===== config.mk =====
export PLATFORM = sky130hd
export DESIGN_NAME = prot_clk_divider
export DESIGN_NICKNAME = d
export VERILOG_FILES = /design/src/rtl/prot_div_pkg.sv /design/src/rtl/pdiv_unlock.sv /design/src/rtl/pdiv_select.sv /design/src/rtl/pdiv_divider.sv /design/src/rtl/prot_clk_divider.sv
export SDC_FILE = /design/constraint.sdc
export NUM_CORES = 1
export LEC_CHECK = 0
export CAP_MARGIN = 20
export CORE_AREA = 4 4 68 70
export DETAILED_ROUTE_END_ITERATION = 16
export DIE_AREA = 0 0 72 74
export GPL_TIMING_DRIVEN = 0
export MAX_ROUTING_LAYER = met4
export PLACE_DENSITY_LB_ADDON = 0.12
export REMOVE_ABC_BUFFERS = 1
export SETUP_SLACK_MARGIN = 0.05
export SLEW_MARGIN = 20
export SYNTH_ARGS = -nofsm -noshare
export SYNTH_HDL_FRONTEND = slang
export SYNTH_SLANG_ARGS = --single-unit
export TNS_END_PERCENT = 5

===== constraint.sdc =====
create_clock -name clk -period 4.25 [get_ports clk]
set_input_delay 0.85 -clock clk [delete_from_list [all_inputs] [get_ports clk]]
set_output_delay 0.85 -clock clk [all_outputs]
set_load 0.02 [all_outputs]

===== src/rtl/prot_div_pkg.sv =====
package prot_div_pkg;

    localparam int REG_W      = 8;
    localparam int CODE_W     = 4;
    localparam int MAX_CODE   = 8;
    localparam int WIN_CYCLES = 4;
    localparam int FUSE_CODE  = 3;

    function automatic int unsigned bits_for(input int unsigned n);
        return (n <= 1) ? 1 : $clog2(n);
    endfunction

endpackage


===== src/rtl/pdiv_unlock.sv =====
module pdiv_unlock
    import prot_div_pkg::*;
#(
    parameter int DATA_W  = REG_W,
    parameter int WIN_CYC = WIN_CYCLES
) (
    input  logic              clk,
    input  logic              rst_n,
    input  logic              wr_en,
    input  logic [DATA_W-1:0] wr_data,
    output logic              unlock_o,
    output logic              code_wr_o
);
    localparam int LEFT_W = bits_for(WIN_CYC);
    localparam logic [LEFT_W-1:0] LEFT_INIT = LEFT_W'(WIN_CYC - 1);
    localparam logic [DATA_W-1:0] UNLOCK_PAT = {1'b1, {(DATA_W-1){1'b0}}};

    typedef struct packed {
        logic              open;
        logic [LEFT_W-1:0] left;
    } win_t;

    win_t win_d, win_q;
    logic unlock_wr;
    logic code_wr;

    always_comb begin
        unlock_wr = wr_en && (wr_data == UNLOCK_PAT);
        code_wr   = wr_en && !wr_data[DATA_W-1] && win_q.open;
        win_d     = win_q;
        if (win_q.open) begin
            if (code_wr) begin
                win_d.open = 1'b0;
                win_d.left = '0;
            end else if (win_q.left == '0) begin
                win_d.open = 1'b0;
            end else begin
                win_d.left = win_q.left - 1'b1;
            end
        end else if (unlock_wr) begin
            win_d.open = 1'b1;
            win_d.left = LEFT_INIT;
        end
    end

    always_ff @(posedge clk) begin
        if (!rst_n) begin
            win_q <= '0;
        end else begin
            win_q <= win_d;
        end
    end

    assign unlock_o  = win_q.open;
    assign code_wr_o = code_wr;

    // window-age checker: consecutive cycles the unlock bit has been high
    logic [7:0] chk_age_q;
    always_ff @(posedge clk) begin
        if (!rst_n) begin
            chk_age_q <= '0;
        end else if (win_q.open) begin
            chk_age_q <= (chk_age_q == 8'hFF) ? chk_age_q : chk_age_q + 8'd1;
        end else begin
            chk_age_q <= '0;
        end
    end

    p_open_exact_r2: assert property (@(posedge clk) disable iff (!rst_n)
        $rose(win_q.open) |-> $past(unlock_wr));

    p_window_bound_r3: assert property (@(posedge clk) disable iff (!rst_n)
        win_q.open |-> (chk_age_q < 8'(WIN_CYC)));

    p_code_closes_r5: assert property (@(posedge clk) disable iff (!rst_n)
        code_wr |=> !win_q.open);

endmodule


===== src/rtl/pdiv_select.sv =====
module pdiv_select
    import prot_div_pkg::*;
#(
    parameter int DATA_W = REG_W,
    parameter int SEL_W  = CODE_W,
    parameter int MAXC   = MAX_CODE
) (
    input  logic              clk,
    input  logic              rst_n,
    input  logic [SEL_W-1:0]  rst_code_i,
    input  logic              code_wr_i,
    input  logic [DATA_W-1:0] wr_data,
    output logic [SEL_W-1:0]  code_o
);
    typedef struct packed {
        logic [SEL_W-1:0] code;
    } sel_t;

    sel_t sel_d, sel_q;
    logic [SEL_W-1:0] new_code;
    logic             legal;

    always_comb begin
        new_code = wr_data[SEL_W-1:0];
        legal    = (32'(new_code) <= MAXC);
        sel_d    = sel_q;
        if (code_wr_i && legal) begin
            sel_d.code = new_code;
        end
    end

    always_ff @(posedge clk) begin
        if (!rst_n) begin
            sel_q.code <= rst_code_i;
        end else begin
            sel_q <= sel_d;
        end
    end

    assign code_o = sel_q.code;

    p_code_needs_window_r5: assert property (@(posedge clk) disable iff (!rst_n)
        !$stable(sel_q.code) |-> $past(code_wr_i));

    p_code_legal_r6: assert property (@(posedge clk) disable iff (!rst_n)
        32'(sel_q.code) <= MAXC);

endmodule


===== src/rtl/pdiv_divider.sv =====
module pdiv_divider
    import prot_div_pkg::*;
#(
    parameter int SEL_W = CODE_W,
    parameter int MAXC  = MAX_CODE
) (
    input  logic             clk,
    input  logic             rst_n,
    input  logic [SEL_W-1:0] rst_code_i,
    input  logic [SEL_W-1:0] code_i,
    output logic             tick_o
);
    localparam int CNT_W = (MAXC > 0) ? MAXC : 1;

    typedef struct packed {
        logic [SEL_W-1:0] active;
        logic [CNT_W-1:0] cnt;
    } div_t;

    div_t div_d, div_q;
    logic [CNT_W:0]   span;
    logic [CNT_W-1:0] limit;
    logic             term;

    always_comb begin
        span  = (CNT_W+1)'(1) << div_q.active;
        limit = CNT_W'(span - 1'b1);
        term  = (div_q.cnt == limit);
        div_d = div_q;
        if (term) begin
            div_d.cnt    = '0;
            div_d.active = code_i;
        end else begin
            div_d.cnt = div_q.cnt + 1'b1;
        end
    end

    always_ff @(posedge clk) begin
        if (!rst_n) begin
            div_q.active <= rst_code_i;
            div_q.cnt    <= '0;
        end else begin
            div_q <= div_d;
        end
    end

    assign tick_o = term;

    p_switch_at_tc_r10: assert property (@(posedge clk) disable iff (!rst_n)
        !$stable(div_q.active) |-> $past(tick_o));

    p_div1_steady_r9: assert property (@(posedge clk) disable iff (!rst_n)
        (div_q.active == '0) && $past(div_q.active == '0) |-> tick_o && $past(tick_o));

endmodule


===== src/rtl/prot_clk_divider.sv =====
module prot_clk_divider
    import prot_div_pkg::*;
#(
    parameter int DATA_W  = REG_W,
    parameter int SEL_W   = CODE_W,
    parameter int MAXC    = MAX_CODE,
    parameter int WIN_CYC = WIN_CYCLES,
    parameter int FUSE_C  = FUSE_CODE
) (
    input  logic              clk,
    input  logic              rst_n,
    input  logic              fuse_div8,
    input  logic              wr_en,
    input  logic [DATA_W-1:0] wr_data,
    output logic [DATA_W-1:0] rd_data,
    output logic              clk_en_o
);
    localparam int PAD_W = DATA_W - 1 - SEL_W;

    logic             unlock;
    logic             code_wr;
    logic [SEL_W-1:0] code;
    logic [SEL_W-1:0] rst_code;

    assign rst_code = fuse_div8 ? SEL_W'(FUSE_C) : '0;

    pdiv_unlock #(.DATA_W(DATA_W), .WIN_CYC(WIN_CYC)) u_unlock (
        .clk       (clk),
        .rst_n     (rst_n),
        .wr_en     (wr_en),
        .wr_data   (wr_data),
        .unlock_o  (unlock),
        .code_wr_o (code_wr)
    );

    pdiv_select #(.DATA_W(DATA_W), .SEL_W(SEL_W), .MAXC(MAXC)) u_select (
        .clk        (clk),
        .rst_n      (rst_n),
        .rst_code_i (rst_code),
        .code_wr_i  (code_wr),
        .wr_data    (wr_data),
        .code_o     (code)
    );

    pdiv_divider #(.SEL_W(SEL_W), .MAXC(MAXC)) u_divider (
        .clk        (clk),
        .rst_n      (rst_n),
        .rst_code_i (rst_code),
        .code_i     (code),
        .tick_o     (clk_en_o)
    );

    assign rd_data = {unlock, {PAD_W{1'b0}}, code};

    p_reset_value_r1: assert property (@(posedge clk)
        $past(!rst_n) && !$past(wr_en) |-> rd_data == {{(DATA_W-SEL_W){1'b0}}, $past(rst_code)});

endmodule


==> qor.tcl <==
set qor(status) {completed}
set qor(power.internal_mw) 0.304
set qor(cts_buffers) 3
set qor(final_common_cell) {sky130_fd_sc_hd__clkdlybuf4s50_1}
set qor(io-pin-count) 21
set qor(multi_input_area_sq_um) 603
set qor(final_nets) 160
set qor(cts-root-to-sink-buffers) 2
set qor(grt_setup_unrepaired) {false}
set qor(antenna_cells) 0
set qor(post_dr_wirelength_cell_microns) 11.9
set qor(leakagePower_nw) 0.505
set qor(netSwitchingPower_mw) 0.108
set qor(hold_path_class) {reg -> reg}
set qor(synthesis.yosys.warnings) 0
set qor(worst_clock_skew_ps) 1.60
set qor(ys_types) 45
set qor(drtAntennaViolNets) 0
set qor(critical_path_depth) 7
set qor(asyncSetResetFlopFracSynth_pct) 0
set qor(setup_violations) 0
set qor(initial_utilization_pct) 29.5
set qor(worst_ir_drop_vdd_mv) 0.136
set qor(sequentialPowerShare_pct) 50.5
set qor(criticalPathCategory) {reg -> out}
set qor(num_rows) 23
set qor(cell_breakdown_of_the_critical_path) {or4_4 > ha_1 > or4b_2 > a21oi_1 > o21ai_0 > and4_2 > clkdlybuf4s50_1}
set qor(grt_use_total_pct) 9.90
set qor(fin_crit_ps) 4040
set qor(detailroute.via_count) 896
set qor(flow.area_growth_from_synthesis_pct) 20.6
set qor(count_of_routing_violations_after_the_opening_detailed_route_iteration) 36
set qor(critPathMaxStageDelay_ps) 680
set qor(cp_num_buf_inv) 1
set qor(ff_latch_area_sq_um) 460
set qor(cts_resized) 0
set qor(clockRootBuffer) {sky130_fd_sc_hd__clkbuf_8}
set qor(max_cap_violations) 0
set qor(fp.dieArea_sq_um) 5330
set qor(placeableCoreArea_sq_um) 3970
set qor(holdBufCountCts) 0
set qor(comb_power_share_pct) 18.4
set qor(synth.top_cells.by_area) {sky130_fd_sc_hd__edfxtp_1, sky130_fd_sc_hd__dfxtp_1, sky130_fd_sc_hd__xnor2_1, sky130_fd_sc_hd__nand2_1, sky130_fd_sc_hd__nor2_1}
set qor(netlist_instances) 124
set qor(swShare_pct) 26.1
set qor(drt_drc_violations_left) 0
set qor(grt_antenna_before_repair) 0
set qor(regToRegSetupSlack_ps) 1380
set qor(drt-pass1-iter-count) 5
set qor(total_power_divided_by_cell_area_nw_per_um2) 292
set qor(critical_path_peak_fanout) 6
set qor(drive_gt1_share_pct) 13.9
set qor(die_w_microns) 72
set qor(timing.final.hold_violations) 0
set qor(total_power_mw) 0.412
set qor(synth_enable_flop_cells) 8
set qor(final_cell_mix) {sky130_fd_sc_hd__clkdlybuf4s50_1, sky130_fd_sc_hd__nand2_1, sky130_fd_sc_hd__nor2_1}
set qor(yosys_register_bits) 19
set qor(number_of_cells_in_the_finished_layout_apart_from_fillers) 194
set qor(clk_latency_ps) 250
set qor(grt_pass1_vias) 899
set qor(grt_start_max_net_pins) 14
set qor(synth.avg_cell_area_sq_um) 9.45
set qor(yosysSeqAreaShare_pct) 39.3
set qor(critical_path_required_ps) 3400
set qor(maxClockFrequency_mhz) 247
set qor(headroom_to_the_max_slew_limit_pct) 60.3
set qor(synth_top_cell_area_share_pct) 20.5
set qor(placement.setup.worst_slack_ps) 293
set qor(cts.clk_slew.worst_paths_ps) 80
set qor(clock_power_share_pct) 31.1
set qor(fin_crit_sh_pct) 95.1
set qor(clock_tree_from_tritoncts) {built}
set qor(global_route.overflow_total) 0
set qor(detail_route.vias_per_cell) 4.62
set qor(synth.cell_area_sq_um) 1170
set qor(detailedPlacementHpwl_microns) 1710
set qor(final_max_slew_viol_count) 0
set qor(setup.worst_path.end_class) {primary output}
set qor(clock_tree.htree_level_count) 1
set qor(r2r.worst_path.cells) 6
set qor(worst-slew-pin-transition_ps) 590
set qor(whs_path_depth) 1
set qor(global_route_wire_length_before_repair_microns) 4030
set qor(postSynth.topFlopCell) {sky130_fd_sc_hd__dfxtp_1}
set qor(count_of_clock_tree_sinks) 19
set qor(fin_tns_setup_ps) 0
set qor(worst_setup_path_start_kind) {register}
set qor(timing.critical_path.max_delay_family) {simple AND/OR/NAND/NOR gates}
set qor(port_buffers) 17
set qor(numPlacedInstances) 183
set qor(fillerInstances) 406
set qor(place.gp.congestion) 0.775
set qor(arrival_ps) 3190
set qor(worst_path_max_delay_cell) {sky130_fd_sc_hd__or4b_2}
set qor(routed_wl_microns) 2310
set qor(setup_slack_ps) 207
set qor(synth_largest_area_cell) {sky130_fd_sc_hd__edfxtp_1}
set qor(die_h_microns) 74
[timing repair]
item	in CTS	in global routing
pin swaps	0	0
hold endpoints to repair	0	0
endpoints found under the setup margin	1	1
setup buffers	1	6
[power groups by stage]
stage                     logic [mW]  registers, mW  clock network [mW]
after floorplan               0.0365          0.217                   0
final                         0.0760          0.208               0.128
after global placement        0.0634          0.217                   0
after detailed placement      0.0642          0.217                   0
after CTS                     0.0672          0.211               0.132
after global routing          0.0850          0.209               0.140
[path summary, 6_finish.rpt]
path,from,end
max,u_divider.div_q[9],clk_en_o
min,u_divider.div_q[0],u_divider.div_q[0]
max reg2reg,u_divider.div_q[9],u_divider.div_q[8]
min reg2reg,u_divider.div_q[0],u_divider.div_q[0]
[layout make-up]
| class | count | area share, % |
|---|---|---|
| multi-input combinational | 92 | 42.7 |
| sequential | 19 | 32.6 |
| timing repair buffer | 24 | 15.8 |
| tap | 50 | 4.42 |
| clock buffer | 3 | 2.92 |
| inverter | 5 | 1.33 |
| clock inverter | 1 | 0.354 |
[cells by family (layout without fill, tap and decap cells)]
| logic type | count (synthesis) | count (layout) | synth area share (%) |
|---|---|---|---|
| and+or+nand+nor | 57 | 57 | 27.5 |
| AOI/OAI and AO/OA | 19 | 19 | 12.3 |
| DFF | 19 | 19 | 39.3 |
| buffers and inverters | 15 | 33 | 9.93 |
| xor gates and xnor gates | 10 | 10 | 7.47 |
| adders and majority gates | 3 | 3 | 3.20 |
| other | 1 | 3 | 0.320 |
[stage by stage]
step / util (%) / instance area, sq um / hold slack (ps)
floorplan: - / 1080 / 439
global placement: 33.1 / 1320 / 476
detailed placement: 33.1 / 1320 / 509
CTS: 34.5 / 1370 / 525
global route: 35.6 / 1410 / 542
finish: 35.6 / 1410 / 523
[synth_stat cells (2+ instances only)]
| cell type | count |
|---|---|
| sky130_fd_sc_hd__nand2_1 | 12 |
| sky130_fd_sc_hd__nor2_1 | 12 |
| sky130_fd_sc_hd__dfxtp_1 | 11 |
| sky130_fd_sc_hd__edfxtp_1 | 8 |
| sky130_fd_sc_hd__xnor2_1 | 7 |
| sky130_fd_sc_hd__and2_1 | 6 |
| sky130_fd_sc_hd__a21oi_1 | 5 |
| sky130_fd_sc_hd__inv_1 | 5 |
| sky130_fd_sc_hd__o21ai_0 | 5 |
| sky130_fd_sc_hd__buf_4 | 4 |
| sky130_fd_sc_hd__nand3_1 | 4 |
| sky130_fd_sc_hd__ha_1 | 3 |
| sky130_fd_sc_hd__nand2b_1 | 3 |
| sky130_fd_sc_hd__nand3b_1 | 3 |
| sky130_fd_sc_hd__xor2_1 | 3 |
| sky130_fd_sc_hd__buf_6 | 2 |
| sky130_fd_sc_hd__clkbuf_1 | 2 |
| sky130_fd_sc_hd__nor2b_1 | 2 |
[worst register-to-register path, stage by stage, from the launching register on]
cell and delay [ps]:
sky130_fd_sc_hd__edfxtp_1 430, sky130_fd_sc_hd__or4_4 540, sky130_fd_sc_hd__ha_1 290, sky130_fd_sc_hd__or4b_2 680, sky130_fd_sc_hd__a21oi_1 130, sky130_fd_sc_hd__o21ai_0 120, sky130_fd_sc_hd__a41o_1 380
[sequential cells by signal, summed over array words and instances, names as in the netlist]
register	count
u_divider.div_q	12
u_unlock.win_q	2
u_unlock.unlock_o	1
u_select.code_o	4
[routing by layer]
metal / wire length [microns] / GRT usage [%] / vias to the layer above
met5: 0 / - / -
met4: 13 / 2.51 / 0
met3: 119 / 2.43 / 2
met2: 1080 / 15.7 / 28
met1: 1100 / 12.7 / 401
li1: - / - / 465
Power figures use the tool's default switching activity.
